==> src/rtl/scan_tap_pkg.sv <==
package scan_tap_pkg;

  localparam int unsigned IR_W = 4;

  localparam logic [IR_W-1:0] OP_EXTEST = 4'b0000;
  localparam logic [IR_W-1:0] OP_IDCODE = 4'b0010;
  localparam logic [IR_W-1:0] OP_INTEST = 4'b0100;
  localparam logic [IR_W-1:0] OP_USER   = 4'b1000;
  localparam logic [IR_W-1:0] OP_BYPASS = 4'b1111;
  localparam logic [IR_W-1:0] IR_CAPTURE = 4'b0001;

  typedef enum logic [3:0] {
    ST_TLR, ST_RTI,
    ST_SEL_DR, ST_CAP_DR, ST_SHF_DR, ST_EX1_DR, ST_PAU_DR, ST_EX2_DR, ST_UPD_DR,
    ST_SEL_IR, ST_CAP_IR, ST_SHF_IR, ST_EX1_IR, ST_PAU_IR, ST_EX2_IR, ST_UPD_IR
  } tap_state_e;

  typedef enum logic [1:0] {SEL_BYP, SEL_ID, SEL_USER, SEL_NONE} dr_sel_e;

  function automatic tap_state_e tap_next(input tap_state_e s, input logic m);
    unique case (s)
      ST_TLR:    return m ? ST_TLR    : ST_RTI;
      ST_RTI:    return m ? ST_SEL_DR : ST_RTI;
      ST_SEL_DR: return m ? ST_SEL_IR : ST_CAP_DR;
      ST_CAP_DR: return m ? ST_EX1_DR : ST_SHF_DR;
      ST_SHF_DR: return m ? ST_EX1_DR : ST_SHF_DR;
      ST_EX1_DR: return m ? ST_UPD_DR : ST_PAU_DR;
      ST_PAU_DR: return m ? ST_EX2_DR : ST_PAU_DR;
      ST_EX2_DR: return m ? ST_UPD_DR : ST_SHF_DR;
      ST_UPD_DR: return m ? ST_SEL_DR : ST_RTI;
      ST_SEL_IR: return m ? ST_TLR    : ST_CAP_IR;
      ST_CAP_IR: return m ? ST_EX1_IR : ST_SHF_IR;
      ST_SHF_IR: return m ? ST_EX1_IR : ST_SHF_IR;
      ST_EX1_IR: return m ? ST_UPD_IR : ST_PAU_IR;
      ST_PAU_IR: return m ? ST_EX2_IR : ST_PAU_IR;
      ST_EX2_IR: return m ? ST_UPD_IR : ST_SHF_IR;
      default:   return m ? ST_SEL_DR : ST_RTI;
    endcase
  endfunction

  function automatic dr_sel_e decode_op(input logic [IR_W-1:0] op);
    unique case (op)
      OP_EXTEST, OP_INTEST: return SEL_NONE;
      OP_IDCODE:            return SEL_ID;
      OP_USER:              return SEL_USER;
      default:              return SEL_BYP;
    endcase
  endfunction

endpackage

==> src/rtl/scan_tap_fsm.sv <==
module scan_tap_fsm
  import scan_tap_pkg::*;
(
  input  logic       tck,
  input  logic       trst_n,
  input  logic       tms,
  output tap_state_e state,
  output tap_state_e state_nxt
);

  always_comb state_nxt = tap_next(state, tms);

  always_ff @(posedge tck or negedge trst_n) begin
    if (!trst_n) state <= ST_TLR;
    else         state <= state_nxt;
  end


  tlr_hold_chk: assert property (@(posedge tck) disable iff (!trst_n)
    (state == ST_TLR && tms) |=> (state == ST_TLR));


  upd_to_idle_chk: assert property (@(posedge tck) disable iff (!trst_n)
    (state == ST_UPD_IR && !tms) |=> (state == ST_RTI));

endmodule

==> src/rtl/scan_tap_ir.sv <==
module scan_tap_ir
  import scan_tap_pkg::*;
(
  input  logic            tck,
  input  logic            trst_n,
  input  logic            tdi,
  input  tap_state_e      state,
  input  tap_state_e      state_nxt,
  output logic [IR_W-1:0] ir_q,
  output logic            ir_so
);

  logic [IR_W-1:0] ir_sr;

  always_ff @(posedge tck or negedge trst_n) begin
    if (!trst_n) begin
      ir_sr <= IR_CAPTURE;
    end else if (state == ST_CAP_IR) begin
      ir_sr <= IR_CAPTURE;
    end else if (state == ST_SHF_IR) begin
      ir_sr <= {tdi, ir_sr[IR_W-1:1]};
    end
  end

  always_ff @(posedge tck or negedge trst_n) begin
    if (!trst_n) begin
      ir_q <= OP_IDCODE;
    end else if (state_nxt == ST_TLR) begin
      ir_q <= OP_IDCODE;
    end else if (state == ST_UPD_IR) begin
      ir_q <= ir_sr;
    end
  end

  assign ir_so = ir_sr[0];


  tlr_idcode_chk: assert property (@(posedge tck) disable iff (!trst_n)
    (state == ST_TLR) |-> (ir_q == OP_IDCODE));

endmodule

==> src/rtl/scan_tap_dr.sv <==
module scan_tap_dr
  import scan_tap_pkg::*;
#(
  parameter int unsigned USER_W     = 8,
  parameter logic [31:0] IDCODE_VAL = 32'h1A5C_E0D3
) (
  input  logic       tck,
  input  logic       trst_n,
  input  logic       tdi,
  input  tap_state_e state,
  input  dr_sel_e    sel,
  output logic       dr_so
);

  logic              byp_q;
  logic [31:0]       id_sr;
  logic [USER_W-1:0] usr_sr;
  logic [USER_W-1:0] usr_hold;

  logic cap, shf, upd;
  always_comb begin
    cap = (state == ST_CAP_DR);
    shf = (state == ST_SHF_DR);
    upd = (state == ST_UPD_DR);
  end

  always_ff @(posedge tck or negedge trst_n) begin
    if (!trst_n)                      byp_q <= 1'b0;
    else if (sel == SEL_BYP && cap)   byp_q <= 1'b0;
    else if (sel == SEL_BYP && shf)   byp_q <= tdi;
  end

  always_ff @(posedge tck or negedge trst_n) begin
    if (!trst_n)                      id_sr <= IDCODE_VAL;
    else if (sel == SEL_ID && cap)    id_sr <= IDCODE_VAL;
    else if (sel == SEL_ID && shf)    id_sr <= {tdi, id_sr[31:1]};
  end

  always_ff @(posedge tck or negedge trst_n) begin
    if (!trst_n)                      usr_sr <= '0;
    else if (sel == SEL_USER && cap)  usr_sr <= usr_hold;
    else if (sel == SEL_USER && shf)  usr_sr <= {tdi, usr_sr[USER_W-1:1]};
  end

  always_ff @(posedge tck or negedge trst_n) begin
    if (!trst_n)                      usr_hold <= '0;
    else if (sel == SEL_USER && upd)  usr_hold <= usr_sr;
  end

  always_comb begin
    unique case (sel)
      SEL_BYP:  dr_so = byp_q;
      SEL_ID:   dr_so = id_sr[0];
      SEL_USER: dr_so = usr_sr[0];
      default:  dr_so = 1'b0;
    endcase
  end


  test_op_keep_chk: assert property (@(posedge tck) disable iff (!trst_n)
    (sel == SEL_NONE && (shf || cap || upd)) |=> ($stable(usr_sr) && $stable(usr_hold) && $stable(id_sr)));


  byp_cap_zero_chk: assert property (@(posedge tck) disable iff (!trst_n)
    (sel == SEL_BYP && cap) |=> (byp_q == 1'b0));

endmodule

==> src/rtl/scan_tap.sv <==
module scan_tap
  import scan_tap_pkg::*;
#(
  parameter int unsigned USER_W     = 8,
  parameter logic [31:0] IDCODE_VAL = 32'h1A5C_E0D3
) (
  input  logic tck,
  input  logic trst_n,
  input  logic tms,
  input  logic tdi,
  output logic tdo,
  output logic tdo_oe
);

  tap_state_e      state, state_nxt;
  logic [IR_W-1:0] ir_q;
  logic            ir_so, dr_so;
  dr_sel_e         sel;

  scan_tap_fsm u_fsm (
    .tck(tck), .trst_n(trst_n), .tms(tms), .state(state), .state_nxt(state_nxt)
  );

  scan_tap_ir u_ir (
    .tck(tck), .trst_n(trst_n), .tdi(tdi), .state(state), .state_nxt(state_nxt),
    .ir_q(ir_q), .ir_so(ir_so)
  );

  always_comb sel = decode_op(ir_q);

  scan_tap_dr #(.USER_W(USER_W), .IDCODE_VAL(IDCODE_VAL)) u_dr (
    .tck(tck), .trst_n(trst_n), .tdi(tdi), .state(state), .sel(sel), .dr_so(dr_so)
  );

  always_ff @(negedge tck or negedge trst_n) begin
    if (!trst_n) begin
      tdo    <= 1'b0;
      tdo_oe <= 1'b0;
    end else begin
      tdo_oe <= (state == ST_SHF_IR) || (state == ST_SHF_DR);
      tdo    <= (state == ST_SHF_IR) ? ir_so : dr_so;
    end
  end


  oe_in_shift_chk: assert property (@(posedge tck) disable iff (!trst_n)
    tdo_oe |-> (state == ST_SHF_IR || state == ST_SHF_DR));


  oe_off_in_tlr_chk: assert property (@(posedge tck) disable iff (!trst_n)
    (state == ST_TLR) |-> !tdo_oe);

endmodule

==> config.mk <==
export PLATFORM = sky130hd
export DESIGN_NAME = scan_tap
export DESIGN_NICKNAME = d
export VERILOG_FILES = /design/src/rtl/scan_tap_pkg.sv /design/src/rtl/scan_tap_fsm.sv /design/src/rtl/scan_tap_ir.sv /design/src/rtl/scan_tap_dr.sv /design/src/rtl/scan_tap.sv
export SDC_FILE = /design/constraint.sdc
export NUM_CORES = 1
export LEC_CHECK = 0
export ABC_AREA = 1
export ABC_CLOCK_PERIOD_IN_PS = 4450
export BUFFER_PORTS_ARGS = -buffer_cell sky130_fd_sc_hd__buf_2
export CORE_MARGIN = 2
export CORE_UTILIZATION = 45
export DETAILED_ROUTE_END_ITERATION = 10
export GPL_TIMING_DRIVEN = 0
export PLACE_DENSITY = 0.71
export SLEW_MARGIN = 0
export SYNTH_ARGS = -nofsm -noshare
export SYNTH_HDL_FRONTEND = slang
export SYNTH_SLANG_ARGS = --single-unit
==> constraint.sdc <==
create_clock -name tck -period 4.45 [get_ports tck]
set_input_delay 0.445 -clock tck [delete_from_list [all_inputs] [get_ports tck]]
set_output_delay 0.445 -clock tck [all_outputs]
set_load 0.01 [all_outputs]
After elaboration in Yosys (flattened, before gate mapping). Cells that the tools add are included.

Register bits after elaboration: 63. Output and inout bits: 2. Input bits: 4. Logic and storage cells: 74.

Mux-type cells: 26. Equal/unequal tests: 19. Reductions and logical operators: 20.

Operators by type and width (count): $mux W32 (2); $pmux W4 S11 (1); $eq A4 B4 Y1 const B (9); $mux W4 (8); $eq A4 B3 Y1 const B (5); $mux W8 (2); $eq A4 B2 Y1 const B (3); $logic_not A4 Y1 (3); $reduce_bool A2 Y1 (5); $logic_and A1 B1 Y1 (7); $mux W1 (6); $mux W2 (3); $mux W3 (2); $pmux W2 S3 (1); $reduce_or A2 Y1 (3); $pmux W1 S3 (1); $eq A2 B1 Y1 const B (1); $eq A2 B2 Y1 const B (1); $logic_not A2 Y1 (1); $logic_or A1 B1 Y1 (1).

Longest topological paths before layout.
Word-level depth: 7. Mapped depth: 10. Gate-level depth less buffers: 10.

Hierarchy. A second synthesis with hierarchy kept.

Cells, all modules: 411. Area total of the unflattened synthesis: 3170.5 um2.

Modules (own cells, without submodules): scan_tap_dr (sequential area each 1244.9 um2, times used 1, area an instance 2258.4 um2, cells each 272); scan_tap_ir (sequential area each 202.7 um2, times used 1, area an instance 402.9 um2, cells each 49); scan_tap_fsm (sequential area each 100.1 um2, times used 1, area an instance 382.9 um2, cells each 69); scan_tap (sequential area each 50.0 um2, times used 1, area an instance 126.4 um2, cells each 21).

==> out/metrics.yaml <==
crit_top_cell: "o21ai_0"
cts_setup_buffers: 0
grt_pass1_wl_microns: 10500
yosysWarnings: 0
r2r-start: "u_fsm.state[2]"
async_flop_share_pct: 100
grt_usage_pct: 18.3
critical_path.cell_chain: "inv_2, nand2_1, nor2_1, inv_1, o21ai_0, o21ai_0"
ioPinCount: 6
antenna-diode-count: 0
crit_path_max_incr_delay_ps: 440
drt_iter0_markers: 94
synthTopCellsByCount: "102 x nand2_1, 44 x dfrtp_1, 30 x o21ai_0"
cp_num_buf_inv: 2
fill_cells: 612
remaining_drc_errors: 0
cp_max_fo: 6
slew_headroom_pct: 48.3
hold_path_class: "in2async"
grt_overflow_total: 0
syn_inst: 344
startpoint: "u_fsm.state[2]"
numCtsBuffers: 9
port_buffers: 4
synth.distinct_cells: 26
synth_top_area_share_pct: 37.4
fin_util_pct: 51.8
cts_sinks: 63
drt_pass1_iterations: 4
vias: 2305
worst_pin_slew_ps: 775
cts-htree-levels: 3
synth_fp_nets: 348
die_h_microns: 84.9
status: "completed"
final_nets: 363
die-area_sq_mm: 0.00721
gp_congestion: 0.929
ys_ff_latch: 63
power_density_mw_per_mm2: 699
finalSetupViolations: 0
mappedNetlistArea_sq_mm: 0.00295
antenna_found_initial: 0
synthFlopType: "dfrtp_1"
reg2reg_depth: 6
cp_top_family: "flip-flops"
dp.cells: 425
post_drt_wl_per_cell_microns: 13.2
ant_nets: 0
required_ps: 2390
cts_resized: 0
placementRows: 29
finalSetupTns_ps: 0
synth_enable_flop_cells: 0
end_kind: "flop"
path_class: "reg2reg"
max-vdd-ir-drop_v: 0.000432
max_cap_violations: 0
grt_pass1_vias: 2377
viasPerCell: 5.23
cts_buffer_depth: 2
multi_input_area_sq_mm: 0.00111
leakage_nw: 1.66
holdWs_ps: 171
synth.most_common_cell: "nand2_1"
clk_pin_slew_ps: 70
rsz0062_at_grt: "false"
r2r-end: "tdo"
slew_viol_final: 0
die_x_microns: 84.9
synth.avg_cell_area_sq_um: 8.57
cts-root-buf: "clkbuf_8"
final_cells: 441
synth_area_leader_cell: "dfrtp_1"
areaGrowthSynthToFinish_pct: 11.6
startpoint_type: "flop"
drt-total-wl_microns: 5830
cts_tree: "built"
cp_slowest_cell: "dfrtp_1"
synth_seq_area_share_pct: 54.2
drive_above_1_share_pct: 16.5
clk-insertion-delay-late_ps: 340
arrival_ps: 1620
grt_max_degree: 64
hpwl_microns: 3850
coreArea_sq_mm: 0.00635
yosys-top-cells-area: "dfrtp_1 37%, dfstp_2 15%, nand2_1 13%"
final-seq-area_sq_mm: 0.00160
postCtsHoldBufs: 0
ff2ff_setup_slack_ps: 770
skew_ps: 13.0
initial_core_util_pct: 46.4
hold_viol: 0
==> kinds of logic (layout without fill, tap and decap cells) <==
logic type	count (synthesis)	in the layout	share of synthesized area, %
buffers and inverters	47	67	8.20
flip-flops	63	63	54.2
AND/OR/NAND/NOR	168	168	25.7
AO/OA/AOI/OAI	66	66	11.8
==> cell usage in the layout, fill, tap and decap left out <==
master	netlist	routed
a21boi_0	1	1
a21oi_1	12	12
a22oi_1	1	1
buf_2	3	6
buf_4	1	2
buf_6	7	7
bufinv_16	0	2
clkbuf_1	2	4
clkbuf_8	0	11
clkinv_2	0	1
dfrtn_1	2	2
dfrtp_1	44	44
dfstp_2	17	17
inv_1	29	29
inv_2	3	3
inv_4	2	2
nand2_1	102	102
nand2_4	2	2
nand3_1	28	28
nand3b_1	1	1
nand4_1	3	3
nand4_2	1	1
nand4_4	1	1
nor2_1	25	25
nor2_2	3	3
nor2_8	2	2
o21ai_0	30	30
o21ai_1	11	11
o22ai_1	11	11
==> per-layer routing <==
metal	GRT usage, %	vias to the layer above	routed length [microns]
met5	0	-	0
met4	7.07	0	95
met3	6.03	12	202
met2	30.2	27	2760
met1	22.5	1114	2770
li1	-	1152	-
==> worst max-delay path by stage <==
stage | end | slack, ps | cells after the start
4_1_cts | tdo | 750 | 6
3_3_place_gp | tdo_oe | 650 | 1
2_1_floorplan | tdo | 1040 | 5
3_5_place_dp | tdo | 610 | 1
5_1_grt | tdo | 620 | 6
6_report | tdo | 770 | 6
==> cell type report <==
class / instances / area share (%)
sequential: 63 / 48.6
clock buffer: 13 / 4.83
clock inverter: 3 / 1.98
buffer: 13 / 3.31
timing repair buffer: 4 / 0.685
tap: 77 / 2.93
multi-input combinational: 234 / 33.7
inverter: 34 / 4.03
==> state kept, by name (all words and copies together), names as in the netlist <==
signal / count
u_dr.id_sr: 32
u_dr.usr_hold: 8
u_dr.usr_sr: 8
u_fsm.state: 4
u_ir.ir_q: 4
u_ir.ir_sr: 4
tdo: 1
tdo_oe: 1
u_dr.byp_q: 1
==> through the flow <==
stage	cell area (sq um)	power, mW	setup WS, ps
floorplan	2950	1.55	1040
global placement	3060	1.72	648
detailed placement	3060	1.75	615
CTS	3290	2.32	748
global route	3290	2.48	624
finish	3290	2.30	772
==> report_power, final <==
group	switching, mW	leakage, nW	internal (mW)	total, mW
sequential	0.106	0.792	0.793	0.899
clock	0.211	0.114	0.346	0.557
combinational	0.551	0.753	0.291	0.842
total	0.869	1.66	1.43	2.30
==> worst reg2reg max path, stage by stage, from the launching register on <==
cell and delay, ps:
dfrtp_1 440, inv_2 170, nand2_1 70, nor2_1 190
inv_1 160, o21ai_0 120, o21ai_0 110
(Power assumes the default switching activity.)
